==> config.mk <==
export PLATFORM = sky130hd
export DESIGN_NAME = spi_crc_master
export DESIGN_NICKNAME = d
export VERILOG_FILES = /design/src/rtl/spi_crc_pkg.sv /design/src/rtl/spi_crc_tick.sv /design/src/rtl/spi_crc_unit.sv /design/src/rtl/spi_crc_master.sv
export SDC_FILE = /design/constraint.sdc
export NUM_CORES = 1
export LEC_CHECK = 0
export ABC_CLOCK_PERIOD_IN_PS = 2100
export BUFFER_PORTS_ARGS = -buffer_cell sky130_fd_sc_hd__buf_2
export CORE_ASPECT_RATIO = 1.1
export CORE_MARGIN = 3
export CORE_UTILIZATION = 43
export DETAILED_ROUTE_END_ITERATION = 10
export PLACE_DENSITY = 0.69
export SLEW_MARGIN = 20
export SYNTH_ARGS = -nofsm -noshare
export SYNTH_HDL_FRONTEND = slang
export SYNTH_SLANG_ARGS = --single-unit
==> constraint.sdc <==
create_clock -name clk -period 2.1 [get_ports clk]
set_input_delay 0.315 -clock clk [delete_from_list [all_inputs] [get_ports clk]]
set_output_delay 0.315 -clock clk [all_outputs]
set_load 0.005 [all_outputs]
==> src/rtl/spi_crc_pkg.sv <==
package spi_crc_pkg;
  localparam int FRAME_W  = 16;
  localparam int NARROW_W = 8;

  typedef enum logic {SEQ_IDLE, SEQ_RUN} seq_t;

  // place a frame so that its first bit sits in the top position
  function automatic logic [FRAME_W-1:0] left_just(input logic [FRAME_W-1:0] w,
                                                   input logic wide);
    return wide ? w : {w[NARROW_W-1:0], {(FRAME_W-NARROW_W){1'b0}}};
  endfunction
endpackage

==> src/rtl/spi_crc_tick.sv <==
module spi_crc_tick #(
  parameter int HALF_CYC = 2
) (
  input  logic clk,
  input  logic rst,
  input  logic run,
  output logic tick
);
  localparam int CW = (HALF_CYC > 1) ? $clog2(HALF_CYC) : 1;
  localparam logic [CW-1:0] TOP = CW'(HALF_CYC - 1);

  logic [CW-1:0] cnt;

  always_ff @(posedge clk) begin
    if (rst || !run)   cnt <= '0;
    else if (cnt == TOP) cnt <= '0;
    else               cnt <= cnt + CW'(1);
  end

  assign tick = run && (cnt == TOP);
endmodule

==> src/rtl/spi_crc_unit.sv <==
module spi_crc_unit #(
  parameter int W  = 16,
  parameter int NW = 8
) (
  input  logic         clk,
  input  logic         rst,
  input  logic         clr,
  input  logic         en,
  input  logic         wide,
  input  logic         din,
  input  logic [W-1:0] poly,
  output logic [W-1:0] crc_q,
  output logic [W-1:0] crc_d
);
  logic         fb;
  logic [W-1:0] stepped;
  logic [W-1:0] fitted;

  always_comb begin
    fb      = (wide ? crc_q[W-1] : crc_q[NW-1]) ^ din;
    stepped = {crc_q[W-2:0], 1'b0} ^ (fb ? poly : '0);
    fitted  = wide ? stepped : {{(W-NW){1'b0}}, stepped[NW-1:0]};
    if (clr)     crc_d = '0;
    else if (en) crc_d = fitted;
    else         crc_d = crc_q;
  end

  always_ff @(posedge clk) begin
    if (rst) crc_q <= '0;
    else     crc_q <= crc_d;
  end
endmodule

==> src/rtl/spi_crc_master.sv <==
module spi_crc_master #(
  parameter int HALF_CYC = 2
) (
  input  logic        clk,
  input  logic        rst,
  input  logic        cfg_cpol,
  input  logic        cfg_cpha,
  input  logic        cfg_wide,
  input  logic [15:0] crc_poly,
  input  logic        crc_en,
  input  logic        err_ie,
  input  logic [15:0] tx_data,
  input  logic        tx_wr,
  output logic        tx_empty,
  input  logic        crc_next_set,
  output logic        crc_next,
  output logic [15:0] rx_data,
  output logic        rx_valid,
  output logic        crc_err,
  input  logic        crc_err_clr,
  output logic        err_irq,
  output logic        busy,
  output logic        sck,
  output logic        mosi,
  input  logic        miso
);
  import spi_crc_pkg::*;

  localparam int W  = FRAME_W;
  localparam int NW = NARROW_W;
  localparam int BW = $clog2(W);

  seq_t          state;
  logic          half_q;
  logic [BW-1:0] bit_idx;
  logic [W-1:0]  tx_sh, rx_sh, rx_nxt, tx_buf;
  logic          tx_full, crc_frame, crc_next_q, crc_err_q, crc_en_q;
  logic [W-1:0]  rx_data_q;
  logic          rx_valid_q, busy_q, sck_q;
  logic [W-1:0]  tx_crc_q, tx_crc_d, rx_crc_q, rx_crc_d;

  logic tick, lead, trail, is_last, sample, shift, frame_end;
  logic crc_clr, crc_upd, start_data, start_crc, launch;
  logic [BW-1:0] last_idx;
  logic [W-1:0]  load_word;

  spi_crc_tick #(.HALF_CYC(HALF_CYC)) i_tick (
    .clk (clk), .rst (rst), .run (state == SEQ_RUN), .tick (tick)
  );

  spi_crc_unit #(.W(W), .NW(NW)) i_tx_crc (
    .clk (clk), .rst (rst), .clr (crc_clr), .en (crc_upd), .wide (cfg_wide),
    .din (tx_sh[W-1]), .poly (crc_poly), .crc_q (tx_crc_q), .crc_d (tx_crc_d)
  );

  spi_crc_unit #(.W(W), .NW(NW)) i_rx_crc (
    .clk (clk), .rst (rst), .clr (crc_clr), .en (crc_upd), .wide (cfg_wide),
    .din (miso), .poly (crc_poly), .crc_q (rx_crc_q), .crc_d (rx_crc_d)
  );

  always_comb begin
    lead       = tick && !half_q;
    trail      = tick && half_q;
    last_idx   = cfg_wide ? BW'(W - 1) : BW'(NW - 1);
    is_last    = (bit_idx == last_idx);
    sample     = cfg_cpha ? trail : lead;
    shift      = cfg_cpha ? (lead && bit_idx != '0) : (trail && !is_last);
    frame_end  = trail && is_last;
    rx_nxt     = sample ? {rx_sh[W-2:0], miso} : rx_sh;
    crc_clr    = crc_en && !crc_en_q;
    crc_upd    = sample && crc_en && !crc_frame;
    start_data = tx_full;
    start_crc  = !tx_full && crc_next_q && !(frame_end && crc_frame);
    launch     = ((state == SEQ_IDLE) || frame_end) && (start_data || start_crc);
    load_word  = left_just(start_data ? tx_buf : tx_crc_d, cfg_wide);
  end

  always_ff @(posedge clk) begin
    if (rst) begin
      state      <= SEQ_IDLE;
      half_q     <= 1'b0;
      bit_idx    <= '0;
      tx_sh      <= '0;
      rx_sh      <= '0;
      tx_buf     <= '0;
      tx_full    <= 1'b0;
      crc_frame  <= 1'b0;
      crc_next_q <= 1'b0;
      crc_err_q  <= 1'b0;
      crc_en_q   <= 1'b0;
      rx_data_q  <= '0;
      rx_valid_q <= 1'b0;
      busy_q     <= 1'b0;
      sck_q      <= cfg_cpol;
    end else begin
      crc_en_q <= crc_en;

      if (launch && start_data)  tx_full <= 1'b0;
      else if (tx_wr && !tx_full) begin
        tx_buf  <= tx_data;
        tx_full <= 1'b1;
      end

      if (crc_next_set)                 crc_next_q <= 1'b1;
      else if (frame_end && crc_frame)  crc_next_q <= 1'b0;

      if (frame_end && crc_frame && (rx_nxt != rx_crc_q)) crc_err_q <= 1'b1;
      else if (crc_err_clr)                                crc_err_q <= 1'b0;

      rx_valid_q <= frame_end;
      if (frame_end) rx_data_q <= rx_nxt;

      rx_sh <= launch ? '0 : rx_nxt;

      if (launch)     tx_sh <= load_word;
      else if (shift) tx_sh <= {tx_sh[W-2:0], 1'b0};

      if (launch)         state <= SEQ_RUN;
      else if (frame_end) state <= SEQ_IDLE;

      if (launch)    half_q <= 1'b0;
      else if (tick) half_q <= !half_q;

      if (launch)     bit_idx <= '0;
      else if (trail) bit_idx <= bit_idx + BW'(1);

      if (launch)         crc_frame <= !start_data;
      else if (frame_end) crc_frame <= 1'b0;

      if (lead)                              sck_q <= !cfg_cpol;
      else if (trail || state == SEQ_IDLE)   sck_q <= cfg_cpol;

      busy_q <= launch || (state == SEQ_RUN && !frame_end);
    end
  end

  assign tx_empty = !tx_full;
  assign crc_next = crc_next_q;
  assign rx_data  = rx_data_q;
  assign rx_valid = rx_valid_q;
  assign crc_err  = crc_err_q;
  assign err_irq  = crc_err_q && err_ie;
  assign busy     = busy_q;
  assign sck      = sck_q;
  assign mosi     = tx_sh[W-1];
endmodule

### Word level (Yosys, flattened, before mapping)

Index checks and enable logic that the tools add are counted.

* bits in registers: 111
* latch bits: 0
* RAM bits: 0
* memory bits (read-only): 0
* bits of input ports: 43
* output and inout bits: 24
* word-level logic and storage cells: 97
* memories: 0

* $add $sub $neg: 2
* multiply operators: 0
* div/mod/pow operators: 0
* magnitude comparators: 0
* equal/unequal tests: 2
* shift-type cells: 0
* muxes and demuxes: 26
* bitwise logic cells: 6
* reduce and logical (&&, ||, !) cells: 43

Operators by type and width (count)
* $mux W16: 11
* $xor A16 B16 Y16: 2
* $logic_and A1 B1 Y1: 18
* $ne A16 B16 Y1: 1
* $mux W1: 14
* $logic_not A1 Y1: 9
* $reduce_bool A2 Y1: 4
* $reduce_or A2 Y1: 4
* $logic_or A1 B1 Y1: 5
* $add A4 B1 Y4 const B: 1
* $eq A4 B4 Y1: 1
* $mux W4: 1
* $reduce_bool A4 Y1: 1
* $reduce_bool A3 Y1: 1
* $not A1 Y1: 2
* $reduce_and A2 Y1: 1
* $xor A1 B1 Y1: 2
* $add A1 B1 Y1 const B: 1

### Depth between registers and ports, before layout

Gate-level depths: netlist (run 1).

* depth in word-level cells: 11
* mapped depth: 9
* mapped depth without buffers: 8

### Modules after synthesis

Synthesis (run 1) repeated with hierarchy kept, for this count alone.

* cells, all modules: 714
* area total of the unflattened synthesis: 6108.4 um2

By module, submodules not included
* spi_crc_master: instances 1, cells an instance 393, area an instance 3688.5 um2, seq. area each 1571.5 um2
* spi_crc_unit: instances 2, cells an instance 159, area an instance 1189.9 um2, seq. area each 320.3 um2
* spi_crc_tick: instances 1, cells an instance 3, area an instance 40.0 um2, seq. area each 20.0 um2

### Worst setup path before layout (run 1)

No wires, ideal clock.

* path kind: register to register
* from: register bit_idx[1]
* to: register tx_sh[15]
* library setup time: 126 ps
* arrival: 1854 ps
* data required time: 1974 ps
* setup slack: 121 ps
* cell stages (with the launch flop): 8
* buffers on the path: 1
* period minus slack after synthesis: 1979 ps
* cells stage by stage: dfxtp_1 > ha_1 > nand2_1 > o31a_1 > or3_1 > buf_2 > o41ai_1 > o21ai_1

* word-level cells in the longest chain between the ends: 8
* elaborated cells between the ends (all ways): 15
* classes of those cells: eq/ne (1); mux (2); reduce/logical (12)

Ends and longest elaborated chain
* from (decl): RTL line spi_crc_master.sv:35 `logic [BW-1:0] bit_idx;`
* from (signal assigned): RTL line spi_crc_master.sv:125 `else if (trail) bit_idx <= bit_idx + BW'(1);`
* $eq A4 B4 Y1: RTL line spi_crc_master.sv:65 `is_last = (bit_idx == last_idx);`
* $logic_and A1 B1 Y1: RTL line spi_crc_master.sv:68 `frame_end = trail && is_last;`
* $logic_and A1 B1 Y1: RTL line spi_crc_master.sv:73 `start_crc = !tx_full && crc_next_q && !(frame_end && crc_frame);`
* $logic_not A1 Y1: RTL line spi_crc_master.sv:73
* $logic_and A1 B1 Y1: RTL line spi_crc_master.sv:73
* $logic_or A1 B1 Y1: RTL line spi_crc_master.sv:74 `launch = ((state == SEQ_IDLE) || frame_end) && (start_data || start_crc);`
* $logic_and A1 B1 Y1: RTL line spi_crc_master.sv:74
* $mux W16 / $reduce_bool A2 Y1 (equally long branches)
* to (signal assigned): RTL line spi_crc_master.sv:115 `if (launch) tx_sh <= load_word;`
* to (signal assigned): RTL line spi_crc_master.sv:116 `else if (shift) tx_sh <= {tx_sh[W-2:0], 1'b0};`
* to (decl): RTL line spi_crc_master.sv:36 `logic [W-1:0] tx_sh, rx_sh, rx_nxt, tx_buf;`

Parallel ways exist; a longest one is shown, timed or not.
A chain may end at the register's enable or synchronous reset.

### Final worst setup path (run 1)

* from: register bit_idx[1]
* to: register tx_sh[0]

The elaborated chain is that of the path after synthesis.

==> results of run 1 <==
[power groups by stage]
stage                     Combinational, W  Sequential [W]  Clock [W]
final                             0.000472         0.00220    0.00163
after floorplan                   0.000301         0.00224          0
after CTS                         0.000463         0.00220    0.00168
after global routing              0.000522         0.00221    0.00176
after detailed placement          0.000459         0.00225          0
after global placement            0.000453         0.00225          0
[stage by stage]
stage / area [um^2] / setup WS, ns / cells / hold slack (ns) / total power (W)
after detailed placement: 6220 / -0.00973 / 893 / 0.444 / 0.00271
after CTS: 6510 / 0.00548 / 909 / 0.164 / 0.00434
after global placement: 6220 / 0.0380 / 893 / 0.438 / 0.00270
after floorplan: 5540 / 0.121 / 679 / 0.426 / 0.00254
after global routing: 6550 / 0.00610 / 909 / 0.196 / 0.00449
final: 6550 / 0.147 / 909 / 0.173 / 0.00431
[tightest hold or removal path: stages]
cell and delay (ns):
buf_2 0.07, a21oi_1 0.03, nor2_1 0.07
[registers in the layout (all words and copies together) (netlist names), 4 cells and up]
name,count
i_rx_crc.crc_q,16
i_tx_crc.crc_q,16
rx_sh,16
tx_sh,16
bit_idx,4
tx_buf,16
rx_data,16
[layout by cell type, fill, tap and decap left out, types with 2 or more instances in the layout]
master | Yosys | final
inv_6 | 0 | 3
nor2b_1 | 6 | 6
o21ai_0 | 11 | 11
a32oi_1 | 6 | 6
mux2i_1 | 28 | 27
o2111ai_1 | 7 | 7
clkbuf_16 | 0 | 9
nand4_1 | 9 | 9
o21a_1 | 3 | 3
nor4_1 | 7 | 6
a21oi_1 | 47 | 47
and3_1 | 2 | 2
nand2_1 | 84 | 84
nand3_1 | 9 | 9
o211ai_1 | 3 | 3
nand2b_1 | 7 | 7
o22ai_1 | 15 | 15
a21oi_2 | 2 | 2
a31oi_1 | 3 | 3
and2_1 | 4 | 3
a22oi_1 | 10 | 10
a211oi_1 | 35 | 35
a222oi_1 | 2 | 2
nor2_1 | 89 | 88
buf_2 | 9 | 66
buf_4 | 2 | 36
clkinvlp_4 | 0 | 2
ha_1 | 2 | 2
xnor2_1 | 31 | 31
nor4bb_1 | 2 | 2
buf_12 | 0 | 5
inv_1 | 25 | 25
xor2_1 | 24 | 24
nor3_1 | 20 | 19
o31ai_1 | 2 | 2
dfxtp_1 | 110 | 110
mux2i_2 | 1 | 2
[final cells by class]
class                      instances  share of cell area
clock buffer                       9              0.0344
clock inverter                     7             0.00841
inverter                          26              0.0149
multi-input combinational        495               0.465
sequential                       111               0.341
tap                              154              0.0294
timing repair buffer             107               0.107
[Yosys cell counts, types with 9 or more instances]
library cell  count
a211oi_1         35
nor2_1           89
nand3_1           9
a21oi_1          47
o22ai_1          15
xnor2_1          31
clkbuf_1         30
nand4_1           9
buf_2             9
mux2i_1          28
dfxtp_1         110
nor3_1           20
xor2_1           24
inv_1            25
a22oi_1          10
nand2_1          84
o21ai_0          11
[repair_timing]
item | CTS | global route
resized for setup | 1 | 9
pin swaps | 0 | 1
hold endpoints to repair | 0 | 0
setup endpoints to repair | 1 | 46
[cell families after synthesis]
| group | synth area share |
|---|---|
| mux | 0.0552 |
| fa+ha+maj | 0.00452 |
| compound gates | 0.199 |
| simple gates | 0.195 |
| flops | 0.403 |
| xor+xnor | 0.0870 |
| buf+inv | 0.0556 |
[final timing paths]
check              endpoint         start  cells past startpoint  slack (ns)
hold / removal     crc_next  crc_next_set                      3        0.17
hold reg to reg   tx_buf[8]     tx_buf[8]                      2        0.46
setup / recovery   tx_sh[0]    bit_idx[1]                      7        0.15
setup reg to reg   tx_sh[0]    bit_idx[1]                      7        0.15
[metal layers]
layer / routed length (um) / vias up / share of wire / global-route usage
li1: - / 2534 / - / -
met1: 6460 / 2349 / 0.44 / 0.261
met2: 6700 / 191 / 0.45 / 0.321
met3: 814 / 51 / 0.055 / 0.0401
met4: 774 / 0 / 0.052 / 0.118
met5: 0 / - / 0 / 0
==> results.sh, run 1 <==
export IMPL_status="complete, no violations"
export IMPL_drive_gt1_frac=0.181
export IMPL_clock_sinks=111
export IMPL_slew_viol_final=0
export IMPL_drt_initial_drc_count=411
export IMPL_fmax_mhz=512
export IMPL_ys_seq_area_frac=0.403
export IMPL_min_period_over_period=0.930
export IMPL_netlist_instances=679
export IMPL_numPortBuffers=66
export IMPL_synth_warnings=0
export IMPL_syn_area_mm2=0.00554
export IMPL_rows=42
export IMPL_yosysTopAreaCellShare=0.398
export IMPL_dr_total_vias=5125
export IMPL_syn_avg_cell_area_um2=8.15
export IMPL_hold_path_class="input port to flip-flop"
export IMPL_hpwl_mm=11.0
export IMPL_final_nets=795
export IMPL_cts_buffer_depth=2
export IMPL_worst_pin_slew_ns=0.626
export IMPL_p_switching_w=0.00114
export IMPL_grt_total_usage=0.205
export IMPL_p_per_area_mw_per_mm2=658
export IMPL_yosysTopAreaCell="dfxtp_1"
export IMPL_relSlewSlack=0.583
export IMPL_cts_hold_buffers=0
export IMPL_utilization=0.532
export IMPL_seq_area_mm2=0.00223
export IMPL_synth_cell_type_count=62
export IMPL_ys_flop_type="dfxtp_1"
export IMPL_setup_violations=0
export IMPL_cp_cell_sequence="ha_1 > nand2_1 > o31a_1 > or3_4 > buf_12 > a211o_1 > a21oi_2"
export IMPL_multi_input_area_mm2=0.00304
export IMPL_leakage_nw=2.43
export IMPL_intPower_w=0.00317
export IMPL_tns_ns=0
export IMPL_wire_per_inst_um=16.2
export IMPL_pwr_share_comb=0.110
export IMPL_first_pass_iters=8
export IMPL_clkLatencyLatePin_ns=0.36
export IMPL_required_ns=2.39
export IMPL_start_kind="flip-flop"
export IMPL_ys_ff_latch=111
export IMPL_power_frac_clock=0.379
export IMPL_cts_made_buffers=9
export IMPL_critPathKind="flip-flop to flip-flop"
export IMPL_rsz0062_at_grt="no"
export IMPL_cts_htree_levels=3
export IMPL_grt_ovfl_total=0
export IMPL_die_y_um=125
export IMPL_wl_mm=14.7
export IMPL_drc=0
export IMPL_critPathTopFamily="compound AO/OA/AOI/OAI gates"
export IMPL_cp_max_fo=21
export IMPL_ioPinCount=67
export IMPL_p_sw_frac=0.264
export IMPL_grt_max_degree=33
export IMPL_grt_pass1_vias=4870
export IMPL_fin_worst_skew_ns=0.00944
export IMPL_power_share_sequential=0.511
export IMPL_diodes=0
export IMPL_grt_pass1_wl_mm=23.6
export IMPL_die_width_um=114
export IMPL_async_flop_share=0
export IMPL_vdd_drop_max_mv=0.565
export IMPL_max_stage_delay_ns=0.41
export IMPL_vias_per_cell=5.64
export IMPL_crit_slowest_cell="or3_4"
export IMPL_design_die_area_mm2=0.0143
export IMPL_fill_cells=1170
export IMPL_maxCapViolations=0
export IMPL_clk_pin_slew_worst_paths_ns=0.07
export IMPL_hold_violations=0
export IMPL_yosys_top_cells_area="dfxtp_1 (40%), nor2_1 (6.0%), nand2_1 (5.7%), mux2i_1 (5.1%), xnor2_1 (4.9%)"
export IMPL_critPathBufInv=1
export IMPL_synth_edf_count=1
export IMPL_end_kind="flip-flop"
export IMPL_syn_num_nets=724
export IMPL_root_buffer="clkbuf_16"
export IMPL_core_mm2=0.0123
export IMPL_area_growth_pct=18.3
export IMPL_period_minus_slack_ns=1.95
export IMPL_grt_antenna_before_repair=0
export IMPL_cts_setup_buffers=0
export IMPL_antenna_left=0
export IMPL_gp_congestion=0.866
export IMPL_start_util=0.450
export IMPL_cts_tree="built"
export IMPL_cp_arrival_ns=2.25
Power figures use the tool's default switching activity.
==> inputs of run 2 (changes only) <==
- RECOVER_POWER: not set -> 25
==> run 2 against run 1 <==
Design area decreased by 0.34%. Worst setup slack about the same. Clock power about the same. Final cell count unchanged. Critical endpoint unchanged.
==> results.sh, run 2 (synthesized netlist as in run 1, its figures left out) <==
export IMPL_cts_hold_buffers=0
export IMPL_cts_setup_buffers=0
export IMPL_maxCapViolations=0
export IMPL_cts_buffer_depth=2
export IMPL_slew_viol_final=0
export IMPL_grt_antenna_before_repair=0
export IMPL_grt_total_usage=0.205
export IMPL_final_common_cell="dfxtp_1"
export IMPL_start_util=0.450
export IMPL_fin_worst_skew_ns=0.0100
export IMPL_vdd_drop_max_mv=0.566
export IMPL_crit_slowest_cell="or3_4"
export IMPL_end_kind="flip-flop"
export IMPL_rsz0062_at_grt="no"
export IMPL_critPathTopFamily="compound AO/OA/AOI/OAI gates"
export IMPL_first_pass_iters=5
export IMPL_min_period_over_period=0.930
export IMPL_area_growth_pct=17.9
export IMPL_cts_made_buffers=9
export IMPL_clock_sinks=111
export IMPL_cts_tree="built"
export IMPL_vias_per_cell=5.64
export IMPL_design_die_area_mm2=0.0143
export IMPL_start_kind="flip-flop"
export IMPL_cp_arrival_ns=2.24
export IMPL_cp_max_fo=21
export IMPL_p_per_area_mw_per_mm2=660
export IMPL_max_stage_delay_ns=0.41
export IMPL_fmax_mhz=512
export IMPL_grt_max_degree=33
export IMPL_hpwl_mm=11.0
export IMPL_final_nets=795
export IMPL_rrSetupSlack_ns=0.15
export IMPL_power_w=0.00431
export IMPL_root_buffer="clkbuf_16"
export IMPL_drt_initial_drc_count=411
export IMPL_gp_congestion=0.866
export IMPL_numPortBuffers=66
export IMPL_dr_total_vias=5125
export IMPL_tns_ns=0
export IMPL_antenna_left=0
export IMPL_leakage_nw=2.39
export IMPL_fin_area_mm2=0.00652
export IMPL_fill_cells=1181
export IMPL_cp_cell_sequence="ha_1 > nand2_1 > o31a_1 > or3_4 > buf_12 > a211o_1 > a21oi_2"
export IMPL_worst_pin_slew_ns=0.618
export IMPL_core_mm2=0.0123
export IMPL_setup_violations=0
export IMPL_dpl_instance_area_mm2=0.00622
export IMPL_relSlewSlack=0.588
export IMPL_clk_pin_slew_worst_paths_ns=0.07
export IMPL_required_ns=2.39
export IMPL_drive_gt1_frac=0.168
export IMPL_wl_mm=14.7
export IMPL_cts_htree_levels=3
export IMPL_grt_pass1_wl_mm=23.6
export IMPL_grt_pass1_vias=4870
export IMPL_hold_violations=0
export IMPL_hold_path_class="input port to flip-flop"
export IMPL_clkLatencyLatePin_ns=0.36
export IMPL_drc=0
export IMPL_wire_per_inst_um=16.2
export IMPL_critPathKind="flip-flop to flip-flop"
export IMPL_final_cell_mix="dfxtp_1 (110), nor2_1 (88), nand2_1 (84), buf_2 (60), a21oi_1 (47)"
export IMPL_rows=42
export IMPL_setup_ws_ns=0.147
export IMPL_die_width_um=114
export IMPL_ioPinCount=67
export IMPL_critPathBufInv=1
export IMPL_diodes=0
export IMPL_period_minus_slack_ns=1.95
export IMPL_status="complete, no violations"
export IMPL_die_y_um=125
export IMPL_grt_ovfl_total=0
export IMPL_pre_cts_ws_ns=-0.00973
==> run 2: cell types whose count changed in the layout (fill, tap and decap cells not counted) <==
cell	change
buf_2	-6
clkbuf_1	+10
buf_4	-4
==> run 2: worst register-to-register path, stage by stage, from the launching register on <==
cell,delay [ns]
dfxtp_1,0.38
ha_1,0.19
nand2_1,0.08
o31a_1,0.30
or3_4,0.41
buf_12,0.17
a211o_1,0.26
a21oi_2,0.11
==> run 2: what timing repair did <==
action | in CTS | in global routing
pin swaps | 0 | 1
endpoints found under the setup margin | 1 | 46
resized for setup | 1 | 9
==> run 2: metal layers <==
metal | vias up | track usage | routed length [um]
met2 | 158 | 0.321 | 6690
met3 | 47 | 0.0401 | 742
met4 | 0 | 0.118 | 739
met5 | - | 0 | 0
met1 | 2383 | 0.261 | 6550
li1 | 2537 | - | -
==> run 2: path summary, 6_finish.rpt <==
| check | cells after the start | endpoint | start |
|---|---|---|---|
| setup / recovery | 7 | tx_sh[0] | bit_idx[1] |
| hold / removal | 3 | crc_next | crc_next_set |
| setup reg to reg | 7 | tx_sh[0] | bit_idx[1] |
| hold reg to reg | 2 | tx_buf[8] | tx_buf[8] |
==> run 2: power by group <==
| part | internal, W | switching, W |
|---|---|---|
| Combinational | 0.000187 | 0.000282 |
| Sequential | 0.00216 | 0.0000418 |
| Clock | 0.000818 | 0.000816 |
==> run 2: through the flow <==
| stage | std cells | hold slack, ns | utilization |
|---|---|---|---|
| global route | 909 | 0.196 | 0.531 |
| CTS | 909 | 0.164 | 0.529 |
| detailed placement | 893 | 0.444 | 0.506 |
| global placement | 893 | 0.438 | 0.506 |
| floorplan | 679 | 0.426 | - |
| finish | 909 | 0.176 | 0.531 |
==> run 2: cell type report <==
class | count | area [um^2] | area share
Inverter | 26 | 97.6 | 0.0150
Tap cell | 154 | 193 | 0.0295
Clock inverter | 7 | 55.1 | 0.00844
Multi-Input combinational cell | 495 | 3040 | 0.466
Clock buffer | 9 | 225 | 0.0345
Timing Repair Buffer | 107 | 678 | 0.104
Sequential cell | 111 | 2230 | 0.342
